File: config.mk
export PLATFORM = sky130hd
export DESIGN_NAME = usart_regif
export DESIGN_NICKNAME = d
export VERILOG_FILES = /design/src/rtl/usart_regif_pkg.sv /design/src/rtl/usart_regif_seq.sv /design/src/rtl/usart_regif_cmd.sv /design/src/rtl/usart_regif_stat.sv /design/src/rtl/usart_regif.sv
export SDC_FILE = /design/constraint.sdc
export NUM_CORES = 1
export LEC_CHECK = 0
export BUFFER_PORTS_ARGS = -buffer_cell sky130_fd_sc_hd__buf_2
export CORE_MARGIN = 5
export CORE_UTILIZATION = 49
export CTS_CLUSTER_SIZE = 10
export DETAILED_ROUTE_END_ITERATION = 10
export GPL_TIMING_DRIVEN = 0
export PLACE_DENSITY = 0.86
export SETUP_SLACK_MARGIN = 0.3
export SYNTH_ARGS = -nofsm -noshare
export SYNTH_HDL_FRONTEND = slang
export SYNTH_SLANG_ARGS = --single-unit
File: constraint.sdc
create_clock -name clk -period 2.44 [get_ports clk]
set_input_delay 0.488 -clock clk [delete_from_list [all_inputs] [get_ports clk]]
set_output_delay 0.488 -clock clk [all_outputs]
set_load 0.01 [all_outputs]
File: src/rtl/usart_regif_pkg.sv
package usart_regif_pkg;

    localparam int BYTE_W = 8;
    localparam int SEL_W  = 2;
    localparam int N_ERR  = 3;

    typedef enum logic [1:0] {
        ST_MODE  = 2'd0,
        ST_SYNC1 = 2'd1,
        ST_SYNC2 = 2'd2,
        ST_CMD   = 2'd3
    } cfg_state_e;

    // configuration word; field order follows bit position
    typedef struct packed {
        logic [SEL_W-1:0] hi;       // stop code (async) or sync options
        logic             par_even;
        logic             par_en;
        logic [SEL_W-1:0] char_len;
        logic [SEL_W-1:0] baud;
    } mode_t;

    // command word; field order follows bit position
    typedef struct packed {
        logic hunt;
        logic irst;
        logic rts;
        logic eclr;
        logic brk;
        logic rxe;
        logic dtr;
        logic txe;
    } cmd_t;

    // status byte; field order follows bit position
    typedef struct packed {
        logic dsr;
        logic syn;
        logic fe;
        logic oe;
        logic pe;
        logic txempty;
        logic rxrdy;
        logic txrdy;
    } status_t;

    function automatic logic is_sync(input mode_t m);
        return m.baud == '0;
    endfunction

endpackage

File: src/rtl/usart_regif_seq.sv
module usart_regif_seq
    import usart_regif_pkg::*;
(
    input  logic              clk,
    input  logic              rst,
    input  logic              ctl_wr,
    input  logic [BYTE_W-1:0] din,
    output logic              cmd_wr,
    output logic              cfg_ready,
    output mode_t             mode_q,
    output logic [BYTE_W-1:0] sync1_q,
    output logic [BYTE_W-1:0] sync2_q
);

    cfg_state_e state_q, state_d;
    mode_t      din_mode;

    assign din_mode  = mode_t'(din);
    assign cmd_wr    = ctl_wr && (state_q == ST_CMD);
    assign cfg_ready = (state_q == ST_CMD);

    always_comb begin
        state_d = state_q;
        if (ctl_wr) begin
            unique case (state_q)
                ST_MODE:  state_d = is_sync(din_mode) ? ST_SYNC1 : ST_CMD;
                ST_SYNC1: state_d = mode_q.hi[1] ? ST_CMD : ST_SYNC2;
                ST_SYNC2: state_d = ST_CMD;
                ST_CMD:   state_d = din_mode.hi[0] ? ST_MODE : ST_CMD;  // irst = bit 6
                default:  state_d = ST_MODE;
            endcase
        end
    end

    always_ff @(posedge clk) begin
        if (rst) begin
            state_q <= ST_MODE;
            mode_q  <= '0;
            sync1_q <= '0;
            sync2_q <= '0;
        end else begin
            state_q <= state_d;
            if (ctl_wr && state_q == ST_MODE)  mode_q  <= din_mode;
            if (ctl_wr && state_q == ST_SYNC1) sync1_q <= din;
            if (ctl_wr && state_q == ST_SYNC2) sync2_q <= din;
        end
    end

endmodule

File: src/rtl/usart_regif_cmd.sv
module usart_regif_cmd
    import usart_regif_pkg::*;
(
    input  logic clk,
    input  logic rst,
    input  logic cmd_wr,
    input  cmd_t cmd_in,
    output logic err_clr,
    output logic tx_en,
    output logic rx_en,
    output logic send_brk,
    output logic hunt,
    output logic dtr_req,
    output logic rts_req
);

    logic clear_all;

    assign clear_all = cmd_wr && cmd_in.irst;
    assign err_clr   = cmd_wr && (cmd_in.eclr || cmd_in.irst);

    always_ff @(posedge clk) begin
        if (rst || clear_all) begin
            tx_en    <= 1'b0;
            rx_en    <= 1'b0;
            send_brk <= 1'b0;
            hunt     <= 1'b0;
            dtr_req  <= 1'b0;
            rts_req  <= 1'b0;
        end else if (cmd_wr) begin
            tx_en    <= cmd_in.txe;
            rx_en    <= cmd_in.rxe;
            send_brk <= cmd_in.brk;
            hunt     <= cmd_in.hunt;
            dtr_req  <= cmd_in.dtr;
            rts_req  <= cmd_in.rts;
        end
    end

endmodule

File: src/rtl/usart_regif_stat.sv
module usart_regif_stat
    import usart_regif_pkg::*;
(
    input  logic             clk,
    input  logic             rst,
    input  logic             err_clr,
    input  logic [N_ERR-1:0] err_set,   // {framing, overrun, parity}
    input  logic             hold_empty,
    input  logic             rx_avail,
    input  logic             shift_empty,
    input  logic             sync_flag,
    input  logic             dsr_n,
    output status_t          status
);

    logic [N_ERR-1:0] err_q;

    for (genvar i = 0; i < N_ERR; i++) begin : g_err
        always_ff @(posedge clk) begin
            if (rst)
                err_q[i] <= 1'b0;
            else
                err_q[i] <= (err_q[i] && !err_clr) || err_set[i];
        end
    end

    always_comb begin
        status         = '0;
        status.txrdy   = hold_empty;
        status.rxrdy   = rx_avail;
        status.txempty = shift_empty;
        status.pe      = err_q[0];
        status.oe      = err_q[1];
        status.fe      = err_q[2];
        status.syn     = sync_flag;
        status.dsr     = !dsr_n;
    end

endmodule

File: src/rtl/usart_regif.sv
module usart_regif
    import usart_regif_pkg::*;
(
    input  logic              clk,
    input  logic              rst,
    input  logic              cs_n,
    input  logic              cd_sel,
    input  logic              rd_stb,
    input  logic              wr_stb,
    input  logic [BYTE_W-1:0] din,
    output logic [BYTE_W-1:0] dout,
    output logic              tx_load,
    output logic [BYTE_W-1:0] tx_byte,
    output logic              rx_take,
    input  logic [BYTE_W-1:0] rx_byte,
    input  logic              hold_empty,
    input  logic              shift_empty,
    input  logic              rx_avail,
    input  logic              par_set,
    input  logic              ovr_set,
    input  logic              frm_set,
    input  logic              sync_flag,
    input  logic              dsr_n,
    input  logic              cts_n,
    output logic              txrdy_pin,
    output logic              dtr_n,
    output logic              rts_n,
    output logic              tx_en,
    output logic              rx_en,
    output logic              send_brk,
    output logic              hunt,
    output logic              cfg_ready,
    output logic [SEL_W-1:0]  baud_sel,
    output logic [SEL_W-1:0]  char_len,
    output logic              par_en,
    output logic              par_even,
    output logic [SEL_W-1:0]  stop_sel,
    output logic              ext_sync,
    output logic              single_sync,
    output logic [BYTE_W-1:0] sync1,
    output logic [BYTE_W-1:0] sync2
);

    logic    sel, ctl_wr, cmd_wr, err_clr, dtr_req, rts_req, sync_op;
    mode_t   mode_q;
    status_t status;

    assign sel     = !cs_n;
    assign ctl_wr  = sel && cd_sel && wr_stb;
    assign tx_load = sel && !cd_sel && wr_stb;
    assign rx_take = sel && !cd_sel && rd_stb;
    assign tx_byte = din;

    usart_regif_seq u_seq (
        .clk       (clk),
        .rst       (rst),
        .ctl_wr    (ctl_wr),
        .din       (din),
        .cmd_wr    (cmd_wr),
        .cfg_ready (cfg_ready),
        .mode_q    (mode_q),
        .sync1_q   (sync1),
        .sync2_q   (sync2)
    );

    usart_regif_cmd u_cmd (
        .clk      (clk),
        .rst      (rst),
        .cmd_wr   (cmd_wr),
        .cmd_in   (cmd_t'(din)),
        .err_clr  (err_clr),
        .tx_en    (tx_en),
        .rx_en    (rx_en),
        .send_brk (send_brk),
        .hunt     (hunt),
        .dtr_req  (dtr_req),
        .rts_req  (rts_req)
    );

    usart_regif_stat u_stat (
        .clk         (clk),
        .rst         (rst),
        .err_clr     (err_clr),
        .err_set     ({frm_set, ovr_set, par_set}),
        .hold_empty  (hold_empty),
        .rx_avail    (rx_avail),
        .shift_empty (shift_empty),
        .sync_flag   (sync_flag),
        .dsr_n       (dsr_n),
        .status      (status)
    );

    // configuration field decode
    assign sync_op     = is_sync(mode_q);
    assign baud_sel    = mode_q.baud;
    assign char_len    = mode_q.char_len;
    assign par_en      = mode_q.par_en;
    assign par_even    = mode_q.par_even;
    assign stop_sel    = sync_op ? '0 : mode_q.hi;
    assign ext_sync    = sync_op && mode_q.hi[0];
    assign single_sync = sync_op && mode_q.hi[1];

    assign dtr_n     = !dtr_req;
    assign rts_n     = !rts_req;
    assign txrdy_pin = hold_empty && !cts_n && tx_en;

    always_comb begin
        if (sel && rd_stb)
            dout = cd_sel ? BYTE_W'(status) : rx_byte;
        else
            dout = '0;
    end

endmodule

; After elaboration in Yosys (flattened, before gate mapping)
; Index checks and enable logic that the tools add are counted.
[op_classes]
eq_ne = 3
muxes = 7
n_reduce_logical = 34
[op_table]
columns = op, n
row1 = logical AND 1 bit, 19
row2 = two-way mux 8 bit, 2
row3 = case mux 2 bit (4 select lines), 1
row4 = logical NOT 1 bit, 7
row5 = logical NOT 2 bit, 3
row6 = two-way mux 2 bit, 3
row7 = logical OR 1 bit, 5
row8 = == test 2 bit (second input constant), 2
row9 = == test 2 x 1 -> 1 bit (second input constant), 1
row10 = two-way mux 1 bit, 1
[totals]
regBits = 35
out_inout_bits = 52
wordCells = 61

; Longest topological paths before layout
[depth]
word_depth = 8
mapped_depth = 6
depth_no_buf = 3

; Hierarchy
; A second synthesis with hierarchy kept.
[hier_totals]
hier_cells = 188
hier_area_um2 = 1784.2
[by_module_without_submodules]
columns = mod, instances, cells_each, area_per_inst_um2
row1 = usart_regif_seq, 1, 104, 1146.1
row2 = usart_regif, 1, 39, 257.7
row3 = usart_regif_cmd, 1, 28, 241.5
row4 = usart_regif_stat, 1, 17, 138.9

; Worst setup path before layout
; No wires, ideal clock.
[synth_path]
path_type = in2out
from = input port cs_n
to = output port dout[7]
t_arrival_ns = 1.147
t_required_ns = 1.952
setup_slack_ns = 0.805
cell_stages = 3
path_buffers = 1
path_cell_list = nand2b_1 clkbuf_1 a211oi_1
[synth_via]
elab_chain_len = 3
[synth_rtl]
columns = item, line
row1 = from (decl), usart_regif.sv:6  ; input logic cs_n,
row2 = logical NOT 1 bit, usart_regif.sv:48  ; assign sel = !cs_n;
row3 = logical AND 1 bit, usart_regif.sv:108  ; if (sel && rd_stb)
row4 = two-way mux 8 bit, usart_regif.sv:108
row5 = to (decl), usart_regif.sv:11  ; output logic [BYTE_W-1:0] dout,
; Every way passes these cells.

; Worst setup path in the final report
[layout_path]
from = register u_seq.state_q[1]
to = output port cfg_ready
[layout_via]
elab_chain_len = 1
[layout_rtl]
columns = item, line
row1 = from (decl), usart_regif_seq.sv:15  ; cfg_state_e state_q, state_d;
row2 = from (signal assigned), usart_regif_seq.sv:42  ; state_q <= state_d;
row3 = == test 2 bit, usart_regif_seq.sv:20  ; assign cfg_ready = (state_q == ST_CMD);
row4 = to (decl), usart_regif.sv:32  ; output logic cfg_ready,
; Every way passes these cells.

==> flow_metrics.env <==
export IMPL_outcome="completed"
export IMPL_min_path_type="in -> reg"
export IMPL_rsz0062_at_grt="no"
export IMPL_initial_utilization=0.513
export IMPL_clock_fmax_mhz=507
export IMPL_holdCritStartpoint="ovr_set"
export IMPL_busiest_layer="met2"
export IMPL_power_density_nw_per_um2=521
export IMPL_synthCells=201
export IMPL_post_cts_resized=0
export IMPL_start_kind="flop"
export IMPL_finalMaxSlewViolations=0
export IMPL_r2r_cells=5
export IMPL_placed_area_sq_um=2210
export IMPL_synthMuxAreaShare=0.132
export IMPL_drive_gt1_frac=0.371
export IMPL_slowest_delay_ns=0.41
export IMPL_place_port_buffers=82
export IMPL_crit_family="buffers and inverters"
export IMPL_die_h_microns=69.6
export IMPL_critPathArrivalTime_ns=1.48
export IMPL_die_area_sq_um=4840
export IMPL_wl_per_cell_microns=13.9
export IMPL_timing_hold_ws_ns=0.361
export IMPL_die_w_microns=69.6
export IMPL_final_common_cell="buf_2"
export IMPL_path_depth=3
export IMPL_cts_root_buf="clkbuf_4"
export IMPL_fin_util=0.676
export IMPL_grt_ovfl_total=0
export IMPL_clock_latency_ns=0.35
export IMPL_tightestPinTransition_ns=0.460
export IMPL_cts_clk_slew_worst_paths_ns=0.11
export IMPL_num_fill_cells=314
export IMPL_synth_top_area_cell="dfxtp_1"
export IMPL_r2r_start="u_seq.state_q[0]"
export IMPL_cts_num_sinks=35
export IMPL_crit_chain="clkbuf_1 -> and2_1 -> buf_2"
export IMPL_met2_usage=0.343
export IMPL_final_cell_area_sq_um=2290
export IMPL_h_tree_depth=2
export IMPL_row_count=21
export IMPL_r2r_slack_ns=0.87
export IMPL_fin_ws_ns=0.468
export IMPL_synth_seq_area_share=0.403
export IMPL_gp_congestion=0.855
export IMPL_grt_use_met3=0.0841
export IMPL_grt_pass1_wl_microns=7810
export IMPL_synth_top_family_by_area="simple AND/OR/NAND/NOR gates"
export IMPL_synth_compound_area_frac=0.112
export IMPL_setup_tns_ns=0
export IMPL_synth_area_leaders="dfxtp_1, mux2i_1, nand2b_1"
export IMPL_relSlewSlack=0.694
export IMPL_finalClockSkew_ns=0.0112
export IMPL_drt_iter0_drc=78
export IMPL_dr_pass1_iters=4
export IMPL_finalHoldViolations=0
export IMPL_clock_path_buffers=2
export IMPL_cp_required_ns=1.95
export IMPL_dp_final_hpwl_microns=3540
export IMPL_grt_max_degree=12
export IMPL_cts_buffers=5
export IMPL_final_cell_mix="buf_2, dfxtp_1, nand2b_1, mux2i_1, o21ai_0"
export IMPL_met1_usage=0.199
export IMPL_ys_warn_count=0
export IMPL_final_net_count=321
export IMPL_viasPerCell=5.09
export IMPL_synthSimpleGateAreaFrac=0.248
export IMPL_synth_xor_xnor_area_share=0
export IMPL_drc=0
export IMPL_postCtsSetupRepairBufs=0
export IMPL_criticalPathCategory="reg -> out"
export IMPL_ioPinCount=83
export IMPL_setup_violations=0
export IMPL_drt_total_wl_microns=4690
export IMPL_syn_nets=232
export IMPL_slowest_stage="dfxtp_1"
export IMPL_timing_rr_end="u_cmd.tx_en"
export IMPL_place_worst_setup_slack_ns=0.574
export IMPL_ir_worst_vdd_mv=0.371
export IMPL_vias=1716
export IMPL_synth_fa_ha_area_frac=0
export IMPL_diodes=0
export IMPL_ys_ff_latch=35
export IMPL_cts_tree="built"
export IMPL_antenna_found_initial=0
export IMPL_syn_area_sq_um=1740
export IMPL_fin_crit_sh=0.808
export IMPL_crit_path_end="cfg_ready"
export IMPL_drtAntennaViolNets=0
export IMPL_track_usage=0.195
export IMPL_cp_end_kind="output pin"
export IMPL_grt_pass1_vias=1776
export IMPL_p_leak_nw=1.11
export IMPL_crit_start="u_seq.state_q[1]"
export IMPL_yosysUniqueCellTypes=24
export IMPL_path_max_fanout=10
export IMPL_coreArea_sq_um=3390
export IMPL_netlist_area_leader_share=0.403
export IMPL_cap_violations=0
export IMPL_crit_buf_inv=2
export IMPL_finalWorstPathRequiredPeriod_ns=1.97
export IMPL_synth_area_per_cell_sq_um=8.65
export IMPL_syn_to_final_growth_pct=31.9
export IMPL_postCtsHoldBufs=0
## worst min-delay path, delay by kind of cell
kind / cells / cell delay, ns
buf+inv: 2 / 0.14
compound gates: 1 / 0.05
## cells in the mapped netlist
master	number
dfxtp_1	35
nand2b_1	25
mux2i_1	23
o21ai_0	19
a21oi_1	17
nor2_1	14
buf_4	13
clkbuf_1	10
nand3_1	8
nand4b_1	7
inv_1	6
and2_1	4
buf_2	4
nand2_1	3
a211oi_1	2
nor2b_1	2
nor4_1	2
and3_1	1
and3b_1	1
and4b_1	1
buf_1	1
nand3b_1	1
nor3b_1	1
nor3b_4	1
## power breakdown
group          leakage [nW]  total [mW]  switching (mW)  internal [mW]
Clock                0.0482       0.444           0.201          0.242
Combinational         0.782       0.163          0.0864         0.0763
Sequential            0.284       0.588         0.00597          0.582
Total                  1.11        1.19           0.294          0.901
## cell families (layout without fill, tap and decap cells)
logic type      count (synthesis)  count (layout)
mux                            23              23
simple gates                   71              71
buf+inv                        34             124
compound gates                 38              38
flops                          35              35
## final cells by class
type | count | area (sq um) | area share
multi-input cells | 132 | 856 | 0.373
flip-flops and latches | 35 | 701 | 0.306
repair buffers | 82 | 410 | 0.179
plain buffers | 28 | 159 | 0.0693
well taps | 46 | 57.6 | 0.0251
clock buffers | 6 | 51.3 | 0.0224
clock inverters | 2 | 35.0 | 0.0153
inverters | 6 | 22.5 | 0.00983
## metal layers
layer / vias up / share of wire / wire length, microns
li1: 855 / - / -
met1: 776 / 0.38 / 1790
met2: 77 / 0.51 / 2400
met3: 8 / 0.093 / 436
met4: 0 / 0.016 / 74
met5: - / 0 / 0
## through the flow
stage                     std cells  total power [mW]
after global routing            337              1.23
after floorplan                 201             0.694
final                           337              1.19
after CTS                       337              1.19
after detailed placement        329             0.764
after global placement          329             0.759
## sequential cells by signal (all words and copies together), names as in the netlist
signal          flops
u_cmd.send_brk      1
u_cmd.rx_en         1
u_seq.sync2_q       8
u_seq.sync1_q       8
u_seq.state_q       2
u_cmd.hunt          1
u_cmd.rts_req       1
u_cmd.tx_en         1
u_cmd.dtr_req       1
u_seq.mode_q        8
u_stat.status       3
## how the worst min path moves through the flow
| stage | slack (ns) | cells after the start | endpoint |
|---|---|---|---|
| after floorplan | 0.45 | 2 | u_cmd.dtr_req |
| after global placement | 0.46 | 2 | u_seq.sync2_q[4] |
| after detailed placement | 0.46 | 2 | u_seq.sync1_q[3] |
| after CTS | 0.37 | 3 | u_stat.status[4] |
| after global routing | 0.37 | 3 | u_stat.status[4] |
| final | 0.36 | 3 | u_stat.status[4] |
Power figures use the tool's default switching activity.
